### src/rtl/dma_irq_agg_pkg.sv
package dma_irq_agg_pkg;

  localparam int unsigned REG_W = 32;

  // Byte offsets of the three words.
  localparam logic [31:0] OFF_STATUS  = 32'h0008_0000;
  localparam logic [31:0] OFF_PENDING = 32'h0008_0004;
  localparam logic [31:0] OFF_ENABLE  = 32'h0008_0008;

  typedef struct packed {
    logic hit_status;
    logic hit_pending;
    logic hit_enable;
  } reg_sel_t;

  // Mask with one bit per implemented channel.
  function automatic logic [REG_W-1:0] chan_mask(input int unsigned nch);
    logic [REG_W-1:0] m;
    m = '0;
    for (int unsigned i = 0; i < REG_W; i++) begin
      if (i < nch) m[i] = 1'b1;
    end
    return m;
  endfunction

  // Address compare; address is zero-extended by the caller.
  function automatic logic addr_hit(input logic [31:0] addr,
                                    input logic [31:0] off);
    return addr == off;
  endfunction

  // Bits to acknowledge on a status write.
  function automatic logic [REG_W-1:0] ack_bits(input logic wr,
                                                input logic [REG_W-1:0] data);
    return wr ? data : '0;
  endfunction

  // Pending view.
  function automatic logic [REG_W-1:0] pend_of(input logic [REG_W-1:0] st,
                                               input logic [REG_W-1:0] en);
    return st & en;
  endfunction

endpackage

### src/rtl/dma_irq_agg_decode.sv
module dma_irq_agg_decode
  import dma_irq_agg_pkg::*;
#(
  parameter int unsigned ADDR_W = 20
) (
  input  logic [ADDR_W-1:0] addr_i,
  input  logic              we_i,
  output reg_sel_t          sel_o,
  output logic              wr_status_o,
  output logic              wr_enable_o
);

  logic [31:0] addr_ext;

  assign addr_ext = 32'(addr_i);

  always_comb begin
    sel_o.hit_status  = addr_hit(addr_ext, OFF_STATUS);
    sel_o.hit_pending = addr_hit(addr_ext, OFF_PENDING);
    sel_o.hit_enable  = addr_hit(addr_ext, OFF_ENABLE);
  end

  // The pending word has no write path.
  assign wr_status_o = we_i & sel_o.hit_status;
  assign wr_enable_o = we_i & sel_o.hit_enable;

  always_comb begin
    assert_one_select_R1: assert ($onehot0({sel_o.hit_status, sel_o.hit_pending,
                                           sel_o.hit_enable}));
  end

endmodule

### src/rtl/dma_irq_agg_flags.sv
module dma_irq_agg_flags
  import dma_irq_agg_pkg::*;
#(
  parameter int unsigned NUM_CH = 8
) (
  input  logic             clk,
  input  logic             rst_n,
  input  logic [NUM_CH-1:0] done_i,
  input  logic [REG_W-1:0] ack_i,
  output logic [REG_W-1:0] status_o
);

  logic [REG_W-1:0] done_ext;

  assign done_ext = REG_W'(done_i);

  for (genvar g = 0; g < REG_W; g++) begin : g_bit
    if (g < NUM_CH) begin : g_live
      logic flag_q;
      always_ff @(posedge clk) begin
        if (!rst_n)          flag_q <= 1'b0;
        else if (done_ext[g]) flag_q <= 1'b1;   // a new completion wins over an ack
        else if (ack_i[g])   flag_q <= 1'b0;
      end
      assign status_o[g] = flag_q;
    end else begin : g_tie
      assign status_o[g] = 1'b0;
    end
  end

  // a completion is always latched, and R8: even against an ack.
  assert_done_sets_R2: assert property (@(posedge clk) disable iff (!rst_n)
    (done_ext != '0) |=> ((status_o & $past(done_ext)) == $past(done_ext)));

  // acknowledged bits without a new completion read 0 next cycle.
  assert_ack_clears_R3: assert property (@(posedge clk) disable iff (!rst_n)
    ((ack_i & ~done_ext) != '0) |=> ((status_o & $past(ack_i & ~done_ext)) == '0));

  // with no ack and no completion, status holds.
  assert_status_holds_R3: assert property (@(posedge clk) disable iff (!rst_n)
    (ack_i == '0 && done_ext == '0) |=> $stable(status_o));

endmodule

### src/rtl/dma_irq_agg_mask.sv
module dma_irq_agg_mask
  import dma_irq_agg_pkg::*;
#(
  parameter int unsigned NUM_CH = 8
) (
  input  logic             clk,
  input  logic             rst_n,
  input  logic             wr_enable_i,
  input  logic [REG_W-1:0] wdata_i,
  input  logic [REG_W-1:0] status_i,
  output logic [REG_W-1:0] enable_o,
  output logic [REG_W-1:0] pending_o,
  output logic             irq_o
);

  localparam logic [REG_W-1:0] LIVE = chan_mask(NUM_CH);

  logic [REG_W-1:0] enable_q;
  logic             irq_q;
  logic             any_pending;

  always_ff @(posedge clk) begin
    if (!rst_n)           enable_q <= '0;
    else if (wr_enable_i) enable_q <= wdata_i & LIVE;
  end

  assign pending_o   = pend_of(status_i, enable_q);
  assign any_pending = |pending_o;

  always_ff @(posedge clk) begin
    if (!rst_n) irq_q <= 1'b0;
    else        irq_q <= any_pending;
  end

  assign enable_o = enable_q;
  assign irq_o    = irq_q;

  // the mask only moves on an enable write.
  assert_mask_stable_R6: assert property (@(posedge clk) disable iff (!rst_n)
    !wr_enable_i |=> $stable(enable_o));

  // the line rises one cycle after an enabled flag appears.
  assert_irq_rise_R7: assert property (@(posedge clk) disable iff (!rst_n)
    ((status_i & enable_o) != '0) |=> irq_o);

  // the line falls one cycle after nothing enabled is flagged.
  assert_irq_fall_R7: assert property (@(posedge clk) disable iff (!rst_n)
    ((status_i & enable_o) == '0) |=> !irq_o);

endmodule

### src/rtl/dma_irq_agg.sv
module dma_irq_agg
  import dma_irq_agg_pkg::*;
#(
  parameter int unsigned NUM_CH = 8,
  parameter int unsigned ADDR_W = 20
) (
  input  logic              clk,
  input  logic              rst_n,
  input  logic [NUM_CH-1:0] chan_done,
  input  logic [ADDR_W-1:0] bus_addr,
  input  logic              bus_we,
  input  logic [31:0]       bus_wdata,
  output logic [31:0]       bus_rdata,
  output logic              irq
);

  localparam logic [REG_W-1:0] LIVE = chan_mask(NUM_CH);

  reg_sel_t         sel;
  logic             wr_status;
  logic             wr_enable;
  logic [REG_W-1:0] ack_vec;
  logic [REG_W-1:0] status_w;
  logic [REG_W-1:0] enable_w;
  logic [REG_W-1:0] pending_w;

  dma_irq_agg_decode #(.ADDR_W(ADDR_W)) u_decode (
    .addr_i      (bus_addr),
    .we_i        (bus_we),
    .sel_o       (sel),
    .wr_status_o (wr_status),
    .wr_enable_o (wr_enable)
  );

  assign ack_vec = ack_bits(wr_status, bus_wdata & LIVE);

  dma_irq_agg_flags #(.NUM_CH(NUM_CH)) u_flags (
    .clk      (clk),
    .rst_n    (rst_n),
    .done_i   (chan_done),
    .ack_i    (ack_vec),
    .status_o (status_w)
  );

  dma_irq_agg_mask #(.NUM_CH(NUM_CH)) u_mask (
    .clk         (clk),
    .rst_n       (rst_n),
    .wr_enable_i (wr_enable),
    .wdata_i     (bus_wdata),
    .status_i    (status_w),
    .enable_o    (enable_w),
    .pending_o   (pending_w),
    .irq_o       (irq)
  );

  always_comb begin
    unique case (1'b1)
      sel.hit_status:  bus_rdata = status_w;
      sel.hit_pending: bus_rdata = pending_w;
      sel.hit_enable:  bus_rdata = enable_w;
      default:         bus_rdata = '0;
    endcase
  end

  // nothing above the channel count is ever visible.
  always_comb begin
    assert_no_ghost_bits_R9: assert ((bus_rdata & ~LIVE) == '0);
  end

  // an access that hits no word reads 0.
  always_comb begin
    assert_unmapped_zero_R1: assert ((sel.hit_status | sel.hit_pending | sel.hit_enable)
                                     || bus_rdata == '0);
  end

  // a write to the pending address leaves status alone.
  assert_pending_ro_R6: assert property (@(posedge clk) disable iff (!rst_n)
    (bus_we && sel.hit_pending && chan_done == '0) |=> $stable(status_w));

endmodule

### config.mk
export PLATFORM = sky130hd
export DESIGN_NAME = dma_irq_agg
export DESIGN_NICKNAME = d
export VERILOG_FILES = /design/src/rtl/dma_irq_agg_pkg.sv /design/src/rtl/dma_irq_agg_decode.sv /design/src/rtl/dma_irq_agg_flags.sv /design/src/rtl/dma_irq_agg_mask.sv /design/src/rtl/dma_irq_agg.sv
export SDC_FILE = /design/constraint.sdc
export NUM_CORES = 1
export LEC_CHECK = 0
export BUFFER_PORTS_ARGS = -buffer_cell sky130_fd_sc_hd__buf_2
export CAP_MARGIN = 20
export CORE_MARGIN = 5
export CORE_UTILIZATION = 40
export CTS_BUF_LIST = sky130_fd_sc_hd__clkbuf_8 sky130_fd_sc_hd__clkbuf_16
export CTS_CLUSTER_DIAMETER = 60
export DETAILED_ROUTE_END_ITERATION = 7
export GPL_TIMING_DRIVEN = 0
export HOLD_SLACK_MARGIN = 0.12
export PLACE_DENSITY = 0.83
export SYNTH_ARGS = -nofsm -noshare
export SYNTH_HDL_FRONTEND = slang
export SYNTH_SLANG_ARGS = --single-unit
### constraint.sdc
create_clock -name clk -period 2.55 [get_ports clk]
set_clock_uncertainty 0.1 [all_clocks]
set_input_delay 0.1275 -clock clk [delete_from_list [all_inputs] [get_ports clk]]
set_output_delay 0.1275 -clock clk [all_outputs]
set_load 0.1 [all_outputs]
== After elaboration in Yosys (flattened, before gate mapping) ==
Index checks and enable logic that the tools add are counted.

* Equal/unequal tests: 3
* Bitwise operators: 3
* Reductions and logical operators: 9
* Mux-type cells: 18

{| class="wikitable"
|+ Operator list
! kind !! number
|-
| case mux 32 bit (3 select lines) || 1
|-
| equality test 20 bit (second input constant) || 3
|-
| OR reduction 32 bit || 1
|-
| two-way mux 1 bit || 16
|-
| nonzero test 2 bit || 8
|-
| AND 8 bit || 1
|-
| two-way mux 8 bit || 1
|-
| AND 1 bit || 2
|}

* Input bits: 63
* Register bits: 17
* Logic and storage cells: 43
* Output and inout port bits: 33

== Depth between registers and ports, before layout ==
* Depth after elaboration: 5
* Mapped depth: 5
* Mapped depth without buffers: 4

== By module ==
A second synthesis with hierarchy kept.

* Cells, all modules: 241
* Area, all modules: 1996.9 um^2

{| class="wikitable"
|+ Modules (own cells, without submodules)
! module !! area an instance (um^2) !! seq. area each (um^2) !! times used !! cells an instance
|-
| dma_irq_agg_mask || 757.0 || 180.2 || 1 || 86
|-
| dma_irq_agg_flags || 581.8 || 160.2 || 1 || 58
|-
| dma_irq_agg || 558.0 || 0.0 || 1 || 82
|-
| dma_irq_agg_decode || 100.1 || 0.0 || 1 || 15
|}

== Worst setup path before layout ==
Ideal clock, no wire load.

* Kind: input -> output
* From: input port bus_addr[7]
* To: output port bus_rdata[0]
* Buffers on the path: 1
* Data arrival time: 2.515 ns
* Path slack: -0.192 ns
* Required time: 2.322 ns
* Stages on the path: 5
* Cells stage by stage: nor4_1 -> nand3_1 -> or2_2 -> clkbuf_1 -> a21oi_1

* Word-level cells in the longest chain between the ends: 2
* Elaborated cells on any way between the ends: 4
* Those cells by class: 3 x eq/ne; 1 x mux

{| class="wikitable"
|+ RTL lines
! element !! line !! text
|-
| start: declaration || dma_irq_agg.sv:10 || <nowiki>input logic [ADDR_W-1:0] bus_addr,</nowiki>
|-
| equality test 20 bit || dma_irq_agg_pkg.sv:29 || <nowiki>return addr == off;</nowiki>
|-
| case mux 32 bit (3 select lines) (*) || dma_irq_agg.sv:57 || <nowiki>unique case (1'b1)</nowiki>
|-
| end: declaration || dma_irq_agg.sv:13 || <nowiki>output logic [31:0] bus_rdata,</nowiki>
|}

Mark *: on every way between the ends. The rest lies on a longest branch, timed or not.

== Worst setup path in the final report ==
* From: input port bus_addr[7]
* To: output port bus_rdata[3]

The elaborated chain is that of the path after synthesis.

==> impl_metrics.toml <==
[synthesis]
netlist_top_cells_area = "dfxtp_1 31%, buf_4 16%, nand2_1 7.8%, mux2i_1 7.3%, o21ai_0 5.5%"
ys_seq_area_frac = 0.309
ys_ff_latch = 17
yosys.area.top_type = "dfxtp_1"
syn_area_per_cell_sq_um = 7.69
ys_types = 24
syn_area_sq_mm = 0.00110
ys_warn_count = 0
yosysTopAreaCellShare = 0.309
synthCells = 143

[power]
p_sw_mw = 0.303
power_frac_comb = 0.364
p_total_mw = 0.764
power.density_mw_per_mm2 = 459
pwr-share-clk = 0.266
seq_power_share = 0.370
netSwitchingFraction = 0.397
power.leakage_nw = 0.838
peakVddDrop_uv = 344
internal_power_mw = 0.461

[finish]
final_common_cell = "buf_2"
fin_nets = 297
drive_above_1_share = 0.339
syn_to_final_growth_pct = 51.4
layout_common_cells = "48 x buf_2, 24 x buf_4, 24 x conb_1, 23 x nand2_1, 17 x dfxtp_1"
final_area_sq_mm = 0.00167
diodes = 0
final_core_util = 0.620

[placement]
gp_congestion = 0.819
place_area_sq_mm = 0.00146
dp_hpwl_um = 2330
port_buffers = 47

[grt]
grt-ovfl-total = 0
grt_pass1_vias = 1200
grt_max_degree = 11
grt_util_all_layers = 0.163
grt_first_pass_wirelength_um = 5240
antenna_found_initial = 0

[clock_network]
cts_resized = 0
clock_latency_ns = 0.26
cts_hold_buffers = 16
max-clock-path-buffers = 2
numCtsBuffers = 3
cts_setup_buffers = 0
clk_pin_slew_ns = 0.06
cts-root-buf = "clkbuf_8"
cts_sinks = 17
cts-htree-levels = 1
cts_tree = "yes"

[die]
die_h_um = 62.4
start_util = 0.409
die_x_um = 62.4
fp-row-count = 19
die_area_sq_mm = 0.00390
core_sq_mm = 0.00269
ioPinCount = 96

[worst_setup_path]
cpMaxStageDelayCell = "buf_2"
crit_path_end_kind = "output pin"
cp_data_required_time_ns = 2.32
slowest_delay_ns = 0.45
cp-start-kind = "primary input"
cp_max_fo = 8
crit_chain = "buf_2 -> nor4_1 -> nand3_1 -> or2_2 -> clkbuf_1 -> a21oi_1 -> buf_2"
arrival_ns = 1.85
criticalPathCategory = "primary input to output pin"
critPathBufInv = 3
cpLargestDelayFamily = "simple AND/OR/NAND/NOR gates"
crit_top_cell = "buf_2"

[drt]
totalWireLength_um = 3220
num_vias = 1229
drt-initial-drc-count = 52
drtPass1Iterations = 4
drc = 0
wl_per_cell_um = 12.2
drtAntennaViolNets = 0
viasPerCell = 4.66

[timing]
rsz0062_at_grt = "false"
post-route-period-util = 0.816
finalSetupViolations = 0
hold_slack_ns = 0.230
period_needed_ns = 2.08
report.final.slew_viol_count = 0
fmax_ghz = 0.481
timing.final.hold_violations = 0
fin_tns_setup_ns = 0
maxSlewHeadroom = 0.564
worst_pin_slew_ns = 0.651

[min_path]
hp-class = "primary input to flip-flop"

[run]
cap_violations = 0

[run_status]
status = "completed"
[state kept, by name, summed over array words and instances, names as in the netlist]
name,count
u_mask.enable_o,8
u_flags.g_bit.g_live.flag_q,8
u_mask.irq_o,1
[tightest hold or removal path: stages]
cell,delay (ns)
buf_2,0.11
nand2_1,0.09
nor3_4,0.09
mux2i_1,0.12
[metrics by stage]
step	setup WS, ns	cells
after global placement	0.465	244
after global routing	0.312	264
after floorplan	-0.192	166
after CTS	0.462	264
after detailed placement	0.467	244
final	0.470	264
[kinds of logic (layout without fill, tap and decap cells)]
kind of cell / after synthesis / count (layout) / share of synthesized area
AND/OR/NAND/NOR: 46 / 46 / 0.216
buffers and inverters: 38 / 105 / 0.213
AO/OA/AOI/OAI: 33 / 33 / 0.185
flip-flops: 17 / 17 / 0.309
multiplexers: 8 / 8 / 0.0728
other: 1 / 24 / 0.00341
[synthesized netlist by cell type]
cell,n
a32oi_1,4
nand3_1,1
buf_4,24
dfxtp_1,17
a22oi_1,4
conb_1,1
nand2b_1,4
inv_1,10
nor3_2,1
mux2i_1,8
buf_2,1
and2b_1,1
nand2_1,23
nor4_1,3
or2_2,1
nor3_4,1
clkbuf_1,3
a31oi_1,8
nor2b_1,4
o21ai_0,12
nor2_1,6
a21oi_1,4
a41oi_1,1
nor4b_2,1
[final cells by class]
cell class	instances	area [sq um]
fillers	263	1020
inverters	10	37.5
plain buffers	28	196
flip-flops and latches	17	340
multi-input cells	111	612
clock inverters	1	3.75
clock buffers	3	41.3
well taps	31	38.8
repair buffers	63	395
[power groups by stage]
stage | Sequential [mW] | Combinational (mW) | Clock, mW
after floorplan | 0.286 | 0.212 | 0
after global placement | 0.288 | 0.250 | 0
after detailed placement | 0.288 | 0.253 | 0
after CTS | 0.282 | 0.275 | 0.204
after global routing | 0.284 | 0.293 | 0.216
final | 0.282 | 0.278 | 0.203
[final timing paths]
kind	start	to	slack, ns	cells past startpoint
max	bus_addr[7]	bus_rdata[3]	0.47	7
max reg2reg	u_flags.g_bit[7].g_live.flag_q	u_flags.g_bit[7].g_live.flag_q	1.13	3
min	bus_we	u_mask.enable_o[3]	0.23	4
min reg2reg	u_mask.enable_o[6]	u_mask.enable_o[6]	0.37	2
[metal layers]
layer  share of wire  vias to the layer above  GRT usage
met5               0                        -          0
met4           0.020                        0     0.0477
met3           0.077                        9     0.0522
met2            0.51                       59      0.277
met1            0.39                      539      0.193
li1                -                      622          -
No activity file was read; power rests on OpenSTA's default activity.
